[config.mk]
export PLATFORM = sky130hd
export DESIGN_NAME = paged_reloc_unit
export DESIGN_NICKNAME = d
export VERILOG_FILES = /design/src/rtl/reloc_pkg.sv /design/src/rtl/reloc_index_file.sv /design/src/rtl/reloc_quarter_adder.sv /design/src/rtl/reloc_protect.sv /design/src/rtl/paged_reloc_unit.sv
export SDC_FILE = /design/constraint.sdc
export NUM_CORES = 2
export LEC_CHECK = 0
export BUFFER_PORTS_ARGS = -buffer_cell sky130_fd_sc_hd__clkbuf_2
export CAP_MARGIN = 20
export CORE_MARGIN = 3
export CORE_UTILIZATION = 40
export DETAILED_ROUTE_END_ITERATION = 6
export SETUP_SLACK_MARGIN = 0.15
export SYNTH_ARGS = -nofsm -noshare
export SYNTH_HDL_FRONTEND = slang
export SYNTH_SLANG_ARGS = --single-unit
[constraint.sdc]
create_clock -name clk -period 2.5 [get_ports clk]
set_input_delay 0.125 -clock clk [delete_from_list [all_inputs] [get_ports clk]]
set_output_delay 0.125 -clock clk [all_outputs]
set_load 0.02 [all_outputs]
[src/rtl/reloc_pkg.sv]
package reloc_pkg;
  localparam int QTR_W  = 2;
  localparam int PG_W   = 7;
  localparam int IDX_W  = 1 + QTR_W + PG_W + QTR_W;

  typedef struct packed {
    logic             excl;
    logic [QTR_W-1:0] len;
    logic [PG_W-1:0]  pg;
    logic [QTR_W-1:0] sq;
  } pidx_t;
endpackage

[src/rtl/reloc_index_file.sv]
module reloc_index_file #(
  parameter int NUM_W = 7,
  parameter int IDX_W = 12
) (
  input  logic             clk,
  input  logic             rst_n,
  input  logic             wr_en_i,
  input  logic [NUM_W-1:0] wr_num_i,
  input  logic [IDX_W-1:0] wr_data_i,
  input  logic [NUM_W-1:0] rd_num_i,
  output logic [IDX_W-1:0] rd_data_o,
  input  logic [NUM_W-1:0] lk_num_i,
  output logic [IDX_W-1:0] lk_data_o
);
  localparam int LOC_W = NUM_W - 1;
  localparam int DEPTH = 1 << LOC_W;

  logic [IDX_W-1:0] rd_half [2];
  logic [IDX_W-1:0] lk_half [2];

  for (genvar h = 0; h < 2; h++) begin : g_half
    logic [IDX_W-1:0] mem_q [DEPTH];

    always_ff @(posedge clk or negedge rst_n) begin
      if (!rst_n) begin
        for (int i = 0; i < DEPTH; i++) mem_q[i] <= '0;
      end else if (wr_en_i && (wr_num_i[0] == 1'(h))) begin
        mem_q[wr_num_i[NUM_W-1:1]] <= wr_data_i;
      end
    end

    assign rd_half[h] = mem_q[rd_num_i[NUM_W-1:1]];
    assign lk_half[h] = mem_q[lk_num_i[NUM_W-1:1]];


    load_store_chk: assert property (@(posedge clk) disable iff (!rst_n)
      (wr_en_i && (wr_num_i[0] == 1'(h)))
        |=> mem_q[$past(wr_num_i[NUM_W-1:1])] == $past(wr_data_i));
  end

  assign rd_data_o = rd_half[rd_num_i[0]];
  assign lk_data_o = lk_half[lk_num_i[0]];
endmodule

[src/rtl/reloc_quarter_adder.sv]
module reloc_quarter_adder #(
  parameter int QW = 2
) (
  input  logic [QW-1:0] start_i,
  input  logic [QW-1:0] rel_i,
  output logic [QW-1:0] phys_o
);
  assign phys_o = start_i + rel_i;
endmodule

[src/rtl/reloc_protect.sv]
module reloc_protect
  import reloc_pkg::*;
(
  input  logic             valid_i,
  input  logic             write_i,
  input  pidx_t            entry_i,
  input  logic [QTR_W-1:0] rel_q_i,
  output logic             illegal_o,
  output logic             strobe_o
);
  logic unaddr, rdonly, over_len;

  always_comb begin
    unaddr   = entry_i.excl && (entry_i.len == '0) && (entry_i.pg == '0) && (entry_i.sq == '0);
    rdonly   = entry_i.excl && !unaddr;
    over_len = (entry_i.len != '0) && (rel_q_i >= entry_i.len);
    illegal_o = valid_i && (unaddr || over_len || (rdonly && write_i));
    strobe_o  = valid_i && write_i && !illegal_o;
  end
endmodule

[src/rtl/paged_reloc_unit.sv]
module paged_reloc_unit
  import reloc_pkg::*;
#(
  parameter int STATE_W = 3,
  parameter int ADDR_W  = 15,
  parameter int OFF_W   = 9
) (
  input  logic                      clk,
  input  logic                      rst_n,
  input  logic                      req_valid_i,
  input  logic [STATE_W-1:0]        req_state_i,
  input  logic [ADDR_W-1:0]         req_addr_i,
  input  logic                      req_write_i,
  output logic [PG_W+QTR_W+OFF_W-1:0] phys_addr_o,
  output logic                      bus_left_o,
  output logic                      illegal_wr_o,
  output logic                      mem_wr_o,
  input  logic                      idx_wr_en_i,
  input  logic [STATE_W+ADDR_W-OFF_W-QTR_W-1:0] idx_wr_num_i,
  input  logic [IDX_W-1:0]          idx_wr_data_i,
  input  logic [STATE_W+ADDR_W-OFF_W-QTR_W-1:0] idx_rd_num_i,
  output logic [IDX_W-1:0]          idx_rd_data_o
);
  localparam int SEL_W  = ADDR_W - OFF_W - QTR_W;
  localparam int NUM_W  = STATE_W + SEL_W;
  localparam int PHYS_W = PG_W + QTR_W + OFF_W;

  logic [NUM_W-1:0] lk_num;
  logic [IDX_W-1:0] lk_raw;
  pidx_t            entry;
  logic             is_zero;
  logic [PG_W-1:0]  pg_eff;
  logic [QTR_W-1:0] sq_eff, rel_q, phys_q;

  assign lk_num = {req_state_i, req_addr_i[ADDR_W-1 -: SEL_W]};
  assign rel_q  = req_addr_i[OFF_W +: QTR_W];

  reloc_index_file #(.NUM_W(NUM_W), .IDX_W(IDX_W)) u_file (
    .clk       (clk),
    .rst_n     (rst_n),
    .wr_en_i   (idx_wr_en_i),
    .wr_num_i  (idx_wr_num_i),
    .wr_data_i (idx_wr_data_i),
    .rd_num_i  (idx_rd_num_i),
    .rd_data_o (idx_rd_data_o),
    .lk_num_i  (lk_num),
    .lk_data_o (lk_raw)
  );

  assign entry   = pidx_t'(lk_raw);
  assign is_zero = (lk_num == '0);
  assign pg_eff  = is_zero ? '0 : entry.pg;
  assign sq_eff  = is_zero ? '0 : entry.sq;

  reloc_quarter_adder #(.QW(QTR_W)) u_qadd (
    .start_i (sq_eff),
    .rel_i   (rel_q),
    .phys_o  (phys_q)
  );

  reloc_protect u_prot (
    .valid_i   (req_valid_i),
    .write_i   (req_write_i),
    .entry_i   (entry),
    .rel_q_i   (rel_q),
    .illegal_o (illegal_wr_o),
    .strobe_o  (mem_wr_o)
  );

  assign phys_addr_o = {pg_eff, phys_q, req_addr_i[OFF_W-1:0]};
  assign bus_left_o  = phys_addr_o[PHYS_W-1];


  zero_page_chk: assert property (@(posedge clk) disable iff (!rst_n)
    (req_valid_i && lk_num == '0)
      |-> (phys_addr_o[PHYS_W-1 -: PG_W] == '0) && (phys_addr_o[OFF_W +: QTR_W] == rel_q));


  unaddr_chk: assert property (@(posedge clk) disable iff (!rst_n)
    (req_valid_i && lk_raw == {1'b1, {(IDX_W-1){1'b0}}}) |-> illegal_wr_o);


  rdonly_chk: assert property (@(posedge clk) disable iff (!rst_n)
    (req_valid_i && req_write_i && lk_raw[IDX_W-1] && lk_raw[IDX_W-2:0] != '0)
      |-> (illegal_wr_o && !mem_wr_o));


  length_chk: assert property (@(posedge clk) disable iff (!rst_n)
    (req_valid_i && entry.len != '0 && rel_q >= entry.len) |-> illegal_wr_o);


  idle_chk: assert property (@(posedge clk) disable iff (!rst_n)
    !req_valid_i |-> (!illegal_wr_o && !mem_wr_o));
endmodule

Yosys cells after proc, flatten, opt, wreduce, memory -nomap -nowiden --
Index checks and enable logic that the tools add are counted.
Storage, ports and cells: input bits 49, logic and storage cells 187, output and inout port bits 33, flip-flop bits (word level) 1536
Cells by class: reductions and logical operators 21, order comparisons 7, mux-type cells 24, bitwise gates (word level) 6, add/subtract/negate cells 1
Operators by type and width (number):
- bitwise mux 768 bit | 2
- binary-select mux 12 bit (select 6 bit) | 4
- two-way mux 12 bit | 15
- demux 12 bit (select 6 bit) | 1
- >= comparator 7 bit (second input constant) | 3
- inverter 6 -> 7 bit | 3
- zero test 7 bit | 2
- logical AND 1 bit | 12
- < comparator 7 x 1 -> 1 bit (second input constant) | 1
- two-way mux 7 bit | 1
- >= comparator 2 bit (second input constant) | 2
- zero test 2 bit | 2
- inverter 1 -> 2 bit | 2
- adder 2 bit | 1
- >= comparator 2 bit | 1
- zero test 1 bit | 2
- logical OR 1 bit | 2
- two-way mux 2 bit | 1
- nonzero test 2 bit | 1
- inverter 1 bit | 1

Depth between registers and ports, before layout --
depth after elaboration 18, gate-level depth with buffers 15, depth with buffers taken out 10

By module --
Synthesis repeated with hierarchy kept, for this count alone.
Unflattened totals: cells, all modules 4857, area total of the unflattened synthesis 82046.2 um^2
Modules (own cells, without submodules):
- reloc_index_file | instances 1, sequential area each 38436.9 um^2, cells each 4821, area each 81710.9 um^2
- paged_reloc_unit | instances 1, sequential area each 0.0 um^2, cells each 21, area each 173.9 um^2
- reloc_protect | instances 1, sequential area each 0.0 um^2, cells each 13, area each 125.1 um^2
- reloc_quarter_adder | instances 1, sequential area each 0.0 um^2, cells each 2, area each 36.3 um^2

Worst setup path after synthesis --
OpenSTA, ideal clock, no wires.
path kind input port to output port, start in req_addr_i[13], end out illegal_wr_o, required time 2375 ps, stages on the path 13, setup slack -330 ps, data arrival time 2705 ps, buffers on the path 6, path through buf_4 -> buf_4 -> buf_2 -> buf_4 -> buf_2 -> buf_2 -> mux2i_1 -> nand2_1 -> nand3_1 -> nand3_1 -> o32ai_1 -> nand4_1 -> o32ai_2
Between the ends: cells in the longest elaborated chain, start to end 16, elaborated cells on any way between the ends 25, classes of those cells order compare: 1; mux: 9; bitwise: 1; reduce/logical: 14
Ends and longest elaborated chain:
- from (decl) | RTL line paged_reloc_unit.sv:12 | input logic [ADDR_W-1:0] req_addr_i,
- inverter 6 -> 7 bit (not written as such) (*) | RTL line reloc_index_file.sv:33 | assign lk_half[h] = mem_q[lk_num_i[NUM_W-1:1]];
- binary-select mux 12 bit (select 6 bit) | RTL line reloc_index_file.sv:33
- two-way mux 12 bit (not written as such) (2 in series) | RTL line reloc_index_file.sv:33
- two-way mux 12 bit (not written as such) (*) (3 in series) | RTL line reloc_index_file.sv:42 | assign lk_data_o = lk_half[lk_num_i[0]];
- zero test 2 bit | RTL line reloc_protect.sv:14 | unaddr = entry_i.excl && (entry_i.len == '0) && (entry_i.pg == '0) && (entry_i.sq == '0);
- logical AND 1 bit (3 in series) | RTL line reloc_protect.sv:14
- zero test 1 bit | RTL line reloc_protect.sv:15 | rdonly = entry_i.excl && !unaddr;
- logical AND 1 bit | RTL line reloc_protect.sv:15
- logical AND 1 bit | RTL line reloc_protect.sv:17 | illegal_o = valid_i && (unaddr || over_len || (rdonly && write_i));
- logical OR 1 bit (*) | RTL line reloc_protect.sv:17
- logical AND 1 bit (*) | RTL line reloc_protect.sv:17
- to (decl) | RTL line paged_reloc_unit.sv:16 | output logic illegal_wr_o,
Every way passes the cells marked *; elsewhere a longest branch is shown, timed or not. The select of a mux whose other input is x is not followed.

Worst setup path in the final report --
start reg u_file.g_half[1].mem_q[50] (netlist bit), end out illegal_wr_o
Between the ends: cells in the longest elaborated chain, start to end 14, elaborated cells on any way between the ends 15, classes of those cells mux: 6; reduce/logical: 9
Ends and longest elaborated chain:
- from (decl) | RTL line reloc_index_file.sv:22 | logic [IDX_W-1:0] mem_q [DEPTH];
- from (signal, indexed assignment) | RTL line reloc_index_file.sv:28 | mem_q[wr_num_i[NUM_W-1:1]] <= wr_data_i;
- binary-select mux 12 bit (select 6 bit) (*) | RTL line reloc_index_file.sv:33
- two-way mux 12 bit (not written as such) (*) (2 in series) | RTL line reloc_index_file.sv:33
- two-way mux 12 bit (not written as such) (*) (3 in series) | RTL line reloc_index_file.sv:42
- zero test 7 bit (*) | RTL line reloc_protect.sv:14
- logical AND 1 bit (*) (2 in series) | RTL line reloc_protect.sv:14
- zero test 1 bit | RTL line reloc_protect.sv:15
- logical AND 1 bit | RTL line reloc_protect.sv:15
- logical AND 1 bit | RTL line reloc_protect.sv:17
- logical OR 1 bit (*) | RTL line reloc_protect.sv:17
- logical AND 1 bit (*) | RTL line reloc_protect.sv:17
Marked as above.

==> results.sh <==
export IMPL_post_route_util=0.510
export IMPL_cts_max_level=4
export IMPL_layout_drive_gt1_share=0.651
export IMPL_top_usage_layer="met2"
export IMPL_synth_edf_count=0
export IMPL_start_kind="flip-flop"
export IMPL_post_synth_top_count_cell="mux2_2"
export IMPL_crit_buf_inv=3
export IMPL_grt_pass1_wl_um=448000
export IMPL_drc=0
export IMPL_cts_tree="yes"
export IMPL_rr_endpoint="u_file.g_half[1].mem_q[6]"
export IMPL_crit_chain="mux4_2 -> a22o_1 -> a211o_4 -> a311oi_4 -> buf_4 -> a31oi_4 -> or2_1 -> a2111o_1 -> o32ai_4 -> buf_12 -> buf_12"
export IMPL_io_pins=82
export IMPL_seq_area_frac_synth=0.464
export IMPL_async_flop_share=1.00
export IMPL_ys_top_cells_by_count="mux2_2, dfrtp_1, mux4_2, clkbuf_1, mux2i_1"
export IMPL_yosysWarnings=0
export IMPL_hold_viol_final=0
export IMPL_postRouteAntennaNets=0
export IMPL_use_met3=0.0677
export IMPL_worstSetupEndpointType="output pin"
export IMPL_yosysTopAreaCell="dfrtp_1"
export IMPL_die_h_um=461
export IMPL_worstHoldPathType="in2async"
export IMPL_clock_skew_ns=0
export IMPL_gp_congestion=1.01
export IMPL_num_vias=58100
export IMPL_setup_violations=24
export IMPL_cp_top_family="compound AO/OA/AOI/OAI gates"
export IMPL_drv_cap=0
export IMPL_numCtsBuffers=174
export IMPL_n_fill_cell=17200
export IMPL_cp_required_ns=2.38
export IMPL_synth_main_ff_cell="dfrtp_1"
export IMPL_reg2reg_slack_ns=1.40
export IMPL_rsz0062_at_grt="yes"
export IMPL_met2_usage=0.451
export IMPL_grt_max_degree=118
export IMPL_run_status="complete, but fails checks"
export IMPL_largest_register_ff_count=1536
export IMPL_pre_cts_slack_ns=-1.70
export IMPL_fp_dieArea_sq_um=213000
export IMPL_r2r_start="u_file.g_half[1].mem_q[6]"
export IMPL_slew_violations=0
export IMPL_clkTransAtPathRegs_ns=0.06
export IMPL_violations="negative setup slack"
export IMPL_setup_ws_ns=-1.70
export IMPL_port_buffers=63
export IMPL_cp_common_cell="buf_12"
export IMPL_timing_hold_ws_ns=0.0240
export IMPL_synth_avg_cell_area_sq_um=15.5
export IMPL_min_period_ns=4.20
export IMPL_reg_top3="u_file.g_half.mem_q (1536)"
export IMPL_critPathMaxFanout=2
export IMPL_wire_per_inst_um=33.2
export IMPL_use_met1=0.388
export IMPL_fmax_ghz=0.238
export IMPL_top_register="u_file.g_half.mem_q"
export IMPL_critPathMaxStageDelay_ns=0.47
export IMPL_fin_setup_tns_ns=-25.90
export IMPL_clockBufferDepth=3
export IMPL_worst_slew_pin_slew_ns=0.812
export IMPL_netlist_instances=5347
export IMPL_gr_total_overflow=0
export IMPL_power_leakage_nw=48.6
export IMPL_p_per_area_nw_per_um2=645
export IMPL_worstRegToRegCells=4
export IMPL_antenna_found_initial=35
export IMPL_dp_hpwl_um=225000
export IMPL_drtIter0Drc=5851
export IMPL_die_width_um=461
export IMPL_core_sq_um=205000
export IMPL_synth_top_area_frac=0.464
export IMPL_gr_usage_all_layers=0.294
export IMPL_irDropWorstVdd_uv=782
export IMPL_cts_sinks=1536
export IMPL_ys_types=74
export IMPL_first_global_vias=59300
export IMPL_path_class="reg2out"
export IMPL_worstPathArrival_ns=4.07
export IMPL_syn2layout_area_growth_pct=26.4
export IMPL_cp_slowest_cell="mux4_2"
export IMPL_total_power_mw=67.6
export IMPL_period_share=1.68
export IMPL_synth_area_sq_um=82900
export IMPL_avgViaCountPerCell=6.16
export IMPL_start_util=0.404
export IMPL_routed_wl_um=313000
export IMPL_cts_root_buf="clkbuf_16"
export IMPL_nets=6639
export IMPL_clk_latency_ns=0.81
export IMPL_synthTopCellsByArea="dfrtp_1, mux2_2, mux4_2"
export IMPL_slew_headroom=0.459
export IMPL_yosys_register_bits=1536
export IMPL_syn_nets=5399
export IMPL_first_pass_iters=6
export IMPL_rows=166
repair_timing:
action,4_1_cts,5_1_grt
endpoints found under the hold margin,1826,0
resized for setup,174,54
hold buffers,19,0
gates cloned,0,0
buffers inserted,11,6
setup endpoints to repair,24,24
pin swaps,37,16
cell families after synthesis:
family,share of synthesized area
multiplexers,0.458
flip-flops,0.464
buffers and inverters,0.0333
AND/OR/NAND/NOR,0.0192
AO/OA/AOI/OAI,0.0254
adder cells (fa/ha/maj),0.000453
XOR/XNOR,0.000211
worst max path at each step:
stage	start	end	slack, ns	cells after the start
after global placement	req_addr_i[13]	illegal_wr_o	-1.73	16
final	u_file.g_half[1].mem_q[50]	illegal_wr_o	-1.70	11
after CTS	u_file.g_half[1].mem_q[9]	mem_wr_o	-1.74	13
after global routing	u_file.g_half[1].mem_q[50]	illegal_wr_o	-1.73	11
after floorplan	req_addr_i[12]	mem_wr_o	-0.19	14
after detailed placement	req_addr_i[12]	illegal_wr_o	-1.70	14
worst reg2reg max path, cell delays in order, from the launching register on:
cell,delay [ns]
dfrtp_1,0.39
buf_4,0.14
buf_6,0.10
buf_6,0.10
mux2_2,0.25
per-stage QoR:
stage,instances,cell area [sq um]
3_5_place_dp,9063,97500
3_3_place_gp,9063,97500
6_report,9430,105000
2_1_floorplan,5347,83600
4_1_cts,9407,104000
5_1_grt,9419,105000
placed cells by master, fill, tap and decap left out, types with 54 or more instances in the layout:
cell type	count
a22oi_1	54
buf_12	146
buf_4	1390
clkbuf_16	174
dfrtp_1	1536
mux2_2	1562
mux2i_1	198
mux4_2	782
nand2_1	77
nor2_1	150
power breakdown:
part           internal (mW)  leakage [nW]  switching [mW]  total [mW]
Sequential              26.9          20.9            1.37        28.3
Combinational           6.68          24.8            5.84        12.5
Clock                   15.7          2.92            11.1        26.8
cell type report:
class	instances	area [sq um]	area share
multi-input combinational	3219	42400	0.405
sequential	1536	38400	0.367
timing repair buffer	1645	14500	0.139
clock buffer	250	5100	0.0487
tap	2688	3360	0.0321
clock inverter	64	818	0.00781
antenna	17	42.5	0.000406
inverter	11	41.3	0.000394
metal layers:
metal | vias up | share of wire
met5 | - | 0.00048
met4 | 22 | 0.063
met3 | 704 | 0.080
met2 | 2553 | 0.46
met1 | 31500 | 0.40
li1 | 23300 | -
(Power assumes the default switching activity.)
